File: config.mk
export PLATFORM = sky130hd
export DESIGN_NAME = cfg_out_stage
export DESIGN_NICKNAME = d
export VERILOG_FILES = /design/src/rtl/cfg_out_pkg.sv /design/src/rtl/cfg_sel_sync.sv /design/src/rtl/cfg_mux_path.sv /design/src/rtl/cfg_hold_latch.sv /design/src/rtl/cfg_out_stage.sv
export SDC_FILE = /design/constraint.sdc
export NUM_CORES = 1
export LEC_CHECK = 0
export BUFFER_PORTS_ARGS = -buffer_cell sky130_fd_sc_hd__buf_2
export CELL_PAD_IN_SITES_DETAIL_PLACEMENT = 1
export CELL_PAD_IN_SITES_GLOBAL_PLACEMENT = 2
export CORE_MARGIN = 2
export CORE_UTILIZATION = 13
export DETAILED_ROUTE_END_ITERATION = 10
export PLACE_DENSITY = 0.68
export SETUP_SLACK_MARGIN = 0.05
export SYNTH_ARGS = -nofsm -noshare
export SYNTH_HDL_FRONTEND = slang
export SYNTH_HIERARCHICAL = 1
export SYNTH_SLANG_ARGS = --single-unit
File: constraint.sdc
create_clock -name clk_i -period 1 [get_ports clk_i]
set_input_delay 0.1 -clock clk_i [delete_from_list [all_inputs] [get_ports clk_i]]
set_output_delay 0.1 -clock clk_i [all_outputs]
set_load 0.02 [all_outputs]
File: src/rtl/cfg_out_pkg.sv
package cfg_out_pkg;
  typedef enum logic {
    SRC_STORE = 1'b0,
    SRC_PIN   = 1'b1
  } src_e;
endpackage

File: src/rtl/cfg_sel_sync.sv
module cfg_sel_sync #(
  parameter int unsigned SYNC_STAGES = 2
) (
  input  logic clk_i,
  input  logic rst_ni,
  input  logic sel_i,
  output logic sel_s_o
);
  logic [SYNC_STAGES-1:0] chain_q;

  generate
    if (SYNC_STAGES == 1) begin : g_one
      always_ff @(posedge clk_i or negedge rst_ni) begin
        if (!rst_ni) chain_q <= '0;
        else         chain_q <= sel_i;
      end
    end else begin : g_many
      always_ff @(posedge clk_i or negedge rst_ni) begin
        if (!rst_ni) chain_q <= '0;
        else         chain_q <= {chain_q[SYNC_STAGES-2:0], sel_i};
      end
    end
  endgenerate

  assign sel_s_o = chain_q[SYNC_STAGES-1];
endmodule

File: src/rtl/cfg_mux_path.sv
module cfg_mux_path
  import cfg_out_pkg::*;
#(
  parameter int unsigned MUX_W = 5
) (
  input  src_e             src_i,
  input  logic             force_ni,
  input  logic [MUX_W-1:0] store_i,
  input  logic [MUX_W-1:0] pin_i,
  output logic [MUX_W-1:0] val_o,
  output logic [MUX_W-1:0] drv_o
);
  for (genvar i = 0; i < MUX_W; i++) begin : g_bit
    logic pick;
    always_comb begin
      if (src_i == SRC_PIN) pick = pin_i[i];
      else                  pick = store_i[i] & force_ni;
    end
    assign val_o[i] = pick;
    assign drv_o[i] = ~pick;
  end
endmodule

File: src/rtl/cfg_hold_latch.sv
module cfg_hold_latch
  import cfg_out_pkg::*;
(
  input  logic clk_i,
  input  logic rst_ni,
  input  src_e src_i,
  input  logic force_ni,
  input  logic bit_i,
  output logic val_o,
  output logic drv_o
);
  logic live;
  logic held_q;

  assign live = bit_i & force_ni;

  // follows the shown value while open, so the edge captures it
  always_ff @(posedge clk_i or negedge rst_ni) begin
    if (!rst_ni)                  held_q <= 1'b0;
    else if (src_i == SRC_STORE)  held_q <= live;
  end

  assign val_o = (src_i == SRC_PIN) ? held_q : live;
  assign drv_o = ~val_o;


  hold_stable_chk: assert property (@(posedge clk_i) disable iff (!rst_ni)
    (src_i == SRC_PIN && $past(src_i) == SRC_PIN) |-> $stable(val_o));
endmodule

File: src/rtl/cfg_out_stage.sv
module cfg_out_stage
  import cfg_out_pkg::*;
#(
  parameter int unsigned MUX_W       = 5,
  parameter int unsigned SYNC_STAGES = 2
) (
  input  logic             clk_i,
  input  logic             rst_ni,
  input  logic             sel_i,
  input  logic             force_ni,
  input  logic [MUX_W:0]   store_i,
  input  logic [MUX_W-1:0] pin_i,
  output logic [MUX_W-1:0] mux_o,
  output logic [MUX_W-1:0] mux_drv_o,
  output logic             hold_o,
  output logic             hold_drv_o
);
  localparam int unsigned HoldIdx = MUX_W;

  logic sel_s;
  src_e src;

  cfg_sel_sync #(.SYNC_STAGES(SYNC_STAGES)) u_sync (
    .clk_i  (clk_i),
    .rst_ni (rst_ni),
    .sel_i  (sel_i),
    .sel_s_o(sel_s)
  );

  assign src = sel_s ? SRC_PIN : SRC_STORE;

  cfg_mux_path #(.MUX_W(MUX_W)) u_mux (
    .src_i   (src),
    .force_ni(force_ni),
    .store_i (store_i[MUX_W-1:0]),
    .pin_i   (pin_i),
    .val_o   (mux_o),
    .drv_o   (mux_drv_o)
  );

  cfg_hold_latch u_hold (
    .clk_i   (clk_i),
    .rst_ni  (rst_ni),
    .src_i   (src),
    .force_ni(force_ni),
    .bit_i   (store_i[HoldIdx]),
    .val_o   (hold_o),
    .drv_o   (hold_drv_o)
  );


  store_pass_chk: assert property (@(posedge clk_i) disable iff (!rst_ni)
    (!sel_s && force_ni) |-> (mux_o == store_i[MUX_W-1:0]));

  pin_pass_chk: assert property (@(posedge clk_i) disable iff (!rst_ni)
    sel_s |-> (mux_o == pin_i));

  force_low_chk: assert property (@(posedge clk_i) disable iff (!rst_ni)
    (!sel_s && !force_ni) |-> (mux_o == '0 && !hold_o));

  drv_inv_chk: assert property (@(posedge clk_i) disable iff (!rst_ni)
    (mux_drv_o == ~mux_o) && (hold_drv_o == !hold_o));
endmodule

==> results of run 1 <==
==> cell usage in the layout, fill, tap and decap left out, types with 2 or more instances in the layout <==
cell type      count
buf_4              6
buf_2             14
dfrtp_1            3
clkbuf_4           3
buf_6             10
a22o_1             4
nand2_2            2
o21a_1             2
nand2_1            2
dlygate4sd3_1      2
a22oi_2            3
==> area by class of cell <==
cell class                      instances  area (um^2)  share of cell area [%]
Multi-Input combinational cell         17          138                    26.6
Sequential cell                         3         75.1                    14.5
Tap cell                               25         31.3                    6.04
Timing Repair Buffer                   32          248                    47.8
Clock buffer                            4         26.3                    5.07
==> cells in the mapped netlist <==
library cell and instances:
buf_4 5, a22o_1 4, a22oi_1 4, nand2_1 4, dfrtp_1 3, buf_6 2, o21a_1 2, nor2b_2 1
o21ai_0 1, o21ai_1 1
==> metal layers <==
layer	wire length (um)	global-route usage, %	share of wire, %
met5	0	0	0
met4	0	4.86	0
met3	72	3.77	9.5
met2	405	10.7	53
met1	282	7.00	37
==> sequential cells by signal, indices dropped and copies added, names as in the netlist <==
signal and flops:
u_hold/held_q 1, u_sync/chain_q 2
==> stage by stage <==
stage	utilization [%]	hold slack [ns]
3_5_place_dp	21.6	-0.100
6_report	29.4	0.175
5_1_grt	29.4	0.172
3_3_place_gp	21.6	-0.102
2_1_floorplan	-	-0.196
4_1_cts	26.3	0.170
==> cells by family after synthesis <==
kind of cell	after synthesis	share of synthesized area [%]
AOI/OAI and AO/OA	12	36.2
buffers and inverters	7	24.1
DFF	3	30.1
and+or+nand+nor	5	9.55
==> worst min-delay path, cell delays in order <==
cell     delay [ns]
buf_2          0.10
nand2_1        0.09
o21ai_2        0.07
==> worst paths after layout <==
| path | from | to |
|---|---|---|
| setup / recovery | u_sync/chain_q[1] | mux_o[0] |
| hold / removal | store_i[5] | u_hold/held_q |
| setup reg to reg | u_sync/chain_q[1] | u_hold/held_q |
| hold reg to reg | u_sync/chain_q[0] | u_sync/chain_q[1] |
| max in group asynchronous | rst_ni | u_sync/chain_q[0] |
| min in group asynchronous | rst_ni | u_sync/chain_q[1] |
==> power groups by stage <==
stage / logic [uW] / registers, uW / clock network, uW
after global routing: 254 / 134 / 241
after global placement: 175 / 134 / 0
after CTS: 209 / 133 / 220
after detailed placement: 177 / 134 / 0
final: 237 / 133 / 208
after floorplan: 130 / 135 / 0
==> timing repair <==
action	CTS	global route
resized for setup	14	15
endpoints found under the hold margin	4	0
cloned	0	0
hold buffers	2	0
pin swaps	0	5
setup endpoints to repair	12	12
==> results.cfg, run 1 <==
[synth]
synthesis.instances = 27
synth.distinct_cells = 10
synthTopCellsByArea = dfrtp_1 (30%), buf_4 (15%), a22o_1 (14%)
yosys_warnings = 6
yosysSeqAreaShare_pct = 30.2
synth_area_per_cell_um2 = 9.22
yosysTopAreaCell = dfrtp_1
synth_fp_nets = 42
synth_seq_cells = 3
synth_area_um2 = 249
synthDominantCellAreaShare_pct = 30.2

[status]
outcome = finished with violations
failed_checks = negative setup slack

[route]
drc = 0
drt-wirelength-per-cell_um = 9.38
wirelength_um = 760
vias = 310
postRouteAntennaNets = 0
via_per_inst = 3.83
drt_iter0_drc = 1
first_pass_iters = 2

[power_and_ir_drop]
p_per_area_mw_per_mm2 = 1120
ir_worst_vdd_mv = 0.820
p_leak_uw = 0.000247
finalPower_uw = 579
p_sw_uw = 176
combPwrFrac_pct = 41.0
clock_power_share_pct = 36.0
power.internal_uw = 403
sequentialPowerShare_pct = 23.0
swShare_pct = 30.3

[global_route]
grt_overflow = 0
grt_first_pass_wirelength_um = 1010
track_usage_pct = 6.88
antenna_found_initial = 0
grt_max_degree = 10
grt_pass1_vias = 257

[setup_path]
cp_num_cells = 4
path_cells = nor2b_2 > buf_6 > a22o_1 > buf_6
worstPathMaxFanout = 8
rrSetupSlack_ns = 0.17
critical_path.top_delay_family = flip-flops
r2r_cells = 3
arrival_ns = 1.17
cp.required_ns = 0.90
path_common_cell = buf_6
cp_num_buf_inv = 2
cpMaxStageDelayCell = dfrtp_1
crit_path_start_kind = flip-flop
worst_path_largest_cell_delay_ns = 0.40
end_kind = output port
path_class = flip-flop to output port

[finish]
nFillCells = 227
finalNonFillerCells = 81
postLayoutCellArea_um2 = 518
area_delta_synth_final_pct = 108
drive_above_1_share_pct = 71.4
nNetsFinal = 72
antenna_cells = 0

[floorplan]
core-area_mm2 = 0.00176
io_pins = 27
dieWidth_um = 47.8
fp.dieArea_mm2 = 0.00228
start_util_pct = 14.1
die_height_um = 47.8
rows = 15

[clock_tree]
cts_buffer_depth = 2
post_cts_buffers = 0
clk_pin_slew_ns = 0.04
cts_sinks = 3
htree_levels = 1
cts_tree = yes
clock_latency_ns = 0.23
numCtsBuffers = 3
cts-root-buf = clkbuf_4

[sta]
rsz0062_at_grt = yes
min_period_ns = 1.27
skew_ns = 0.00367
timing.max_slew.rel_slack_pct = 90.2
fin_tns_setup_ns = -2.65
setup_violations = 12
clock.fmax_ghz = 0.790
layout_setup_ws_ns = -0.265
worst_slew_pin_slew_ns = 0.148
hold_violations = 0
timing.final.crit_share_pct = 127
slew_violations = 0

[placed_design]
dp_slack_ns = -0.0109
place_area_um2 = 380
gp_congestion = 0.553
placed_cells = 75
numPortBuffers = 26

[job]
cap_violations = 0

[min_path]
hp-class = input pin to flip-flop
whs_path_depth = 3
Power figures use the tool's default switching activity.
==> run 2: changes to the inputs <==
--- a/config.mk
+++ b/config.mk
@@ -9,9 +9,9 @@
 export CELL_PAD_IN_SITES_DETAIL_PLACEMENT = 1
 export CELL_PAD_IN_SITES_GLOBAL_PLACEMENT = 2
 export CORE_MARGIN = 2
-export CORE_UTILIZATION = 13
+export CORE_UTILIZATION = 14
 export DETAILED_ROUTE_END_ITERATION = 10
-export PLACE_DENSITY = 0.68
+export PLACE_DENSITY = 0.7
 export SETUP_SLACK_MARGIN = 0.05
 export SYNTH_ARGS = -nofsm -noshare
 export SYNTH_HDL_FRONTEND = slang
==> constraint.sdc (replaced) <==
create_clock -name clk_i -period 1.4 [get_ports clk_i]
set_input_delay 0.14 -clock clk_i [delete_from_list [all_inputs] [get_ports clk_i]]
set_output_delay 0.14 -clock clk_i [all_outputs]
set_load 0.02 [all_outputs]
==> results.cfg, run 2 (same netlist as run 1, synthesis figures left out) <==
[status]
outcome = completed

[sta]
min_period_ns = 1.31
hold_violations = 0
timing.max_slew.rel_slack_pct = 87.4
fin_tns_setup_ns = 0
rsz0062_at_grt = yes
worst_slew_pin_slew_ns = 0.189
layout_setup_ws_ns = 0.0920
setup_violations = 0
skew_ns = 0.00116
hold_slack_ns = 0.0189
slew_violations = 0
timing.final.crit_share_pct = 93.4
clock.fmax_ghz = 0.765

[route]
drc = 0
drt_iter0_drc = 2
postRouteAntennaNets = 0
wirelength_um = 694
via_per_inst = 3.84
first_pass_iters = 4
vias = 296
drt-wirelength-per-cell_um = 9.01

[finish]
register_area_um2 = 75.1
final_cell_mix = buf_2 (21), buf_4 (5), nand2_1 (4), a22o_1 (4), a22oi_1 (4)
drive_above_1_share_pct = 59.6
largest_register_ff_count = 2
reg_top3 = u_sync/chain_q x2, u_hold/held_q x1
top_register = u_sync/chain_q
nNetsFinal = 68
nFillCells = 219
area_delta_synth_final_pct = 66.8
antenna_cells = 0
multiInputGateArea_um2 = 119
final_common_cell = buf_2

[power_and_ir_drop]
ir_worst_vdd_mv = 0.419
p_per_area_mw_per_mm2 = 896
finalPower_uw = 372
p_leak_uw = 0.000212

[min_path]
hp-class = input pin to flip-flop

[floorplan]
die_height_um = 46.2
rows = 15
core-area_mm2 = 0.00171
io_pins = 27
dieWidth_um = 46.2
start_util_pct = 14.6
fp.dieArea_mm2 = 0.00213

[global_route]
grt_pass1_vias = 256
track_usage_pct = 6.55
antenna_found_initial = 0
grt_overflow = 0
grt_max_degree = 15
grt_first_pass_wirelength_um = 959

[setup_path]
path_class = flip-flop to output port
path_cells = buf_6 > nand2_1 > o21ai_1 > buf_4
worstPathMaxFanout = 14
crit_path_start_kind = flip-flop
cp.required_ns = 1.26
cpMaxStageDelayCell = dfrtp_1
cp_num_buf_inv = 2
critical_path.top_delay_family = flip-flops
arrival_ns = 1.17
worst_path_largest_cell_delay_ns = 0.39
end_kind = output port

[clock_tree]
clk_pin_slew_ns = 0.04
post_cts_buffers = 0
cts_sinks = 3
numCtsBuffers = 3
cts_tree = yes
cts-root-buf = clkbuf_4
clock_latency_ns = 0.23
cts_buffer_depth = 2
htree_levels = 1

[job]
cap_violations = 0

[placed_design]
dp_slack_ns = 0.271
numPortBuffers = 26
gp_congestion = 0.605
[run 2: per-layer routing]
layer / GRT usage (%) / share of wire (%) / vias to the layer above
met4: 3.43 / 0 / 0
met5: 0 / 0 / -
met2: 12.2 / 49 / 18
li1: - / - / 145
met3: 3.92 / 12 / 0
met1: 5.15 / 39 / 133
[run 2: report_power, final]
| part | switching, uW | total, uW | internal [uW] |
|---|---|---|---|
| logic | 70.2 | 129 | 58.9 |
| registers | 2.93 | 95.3 | 92.4 |
| clock network | 41.1 | 148 | 107 |
| total | 114 | 372 | 258 |
[run 2: layout make-up]
| cell class | instances | share of cell area, % |
|---|---|---|
| Clock buffer | 4 | 6.33 |
| Multi-Input combinational cell | 17 | 28.6 |
| Sequential cell | 3 | 18.1 |
| Tap cell | 25 | 7.53 |
| Timing Repair Buffer | 28 | 39.5 |
[run 2: what timing repair did]
| action | 4_1_cts | 5_1_grt |
|---|---|---|
| hold buffers | 1 | 0 |
| hold endpoints to repair | 3 | 0 |
| resized for setup | 1 | 6 |
| endpoints found under the setup margin | 4 | 12 |
[run 2: path summary, 6_finish.rpt]
check / from / end / slack (ns) / depth (start not counted)
max in group asynchronous: rst_ni / u_sync/chain_q[0] / 1.06 / 2
min in group asynchronous: rst_ni / u_sync/chain_q[1] / 0.23 / 2
hold reg to reg: u_sync/chain_q[0] / u_sync/chain_q[1] / 0.35 / 0
setup reg to reg: u_sync/chain_q[1] / u_hold/held_q / 0.52 / 3
setup / recovery: u_sync/chain_q[1] / hold_o / 0.09 / 4
hold / removal: sel_i / u_sync/chain_q[0] / 0.02 / 1
[run 2: per-stage QoR]
step                cell area [um^2]  instances  utilization [%]
floorplan                        249         27                -
global placement                 358         72             21.0
detailed placement               358         72             21.0
CTS                              399         77             23.4
global route                     415         77             24.3
finish                           415         77             24.3
[run 2: worst reg2reg max path: stages, from the launching register on]
cell and delay [ns]:
dfrtp_1 0.40, buf_6 0.16, nand2_1 0.09, o21ai_1 0.09
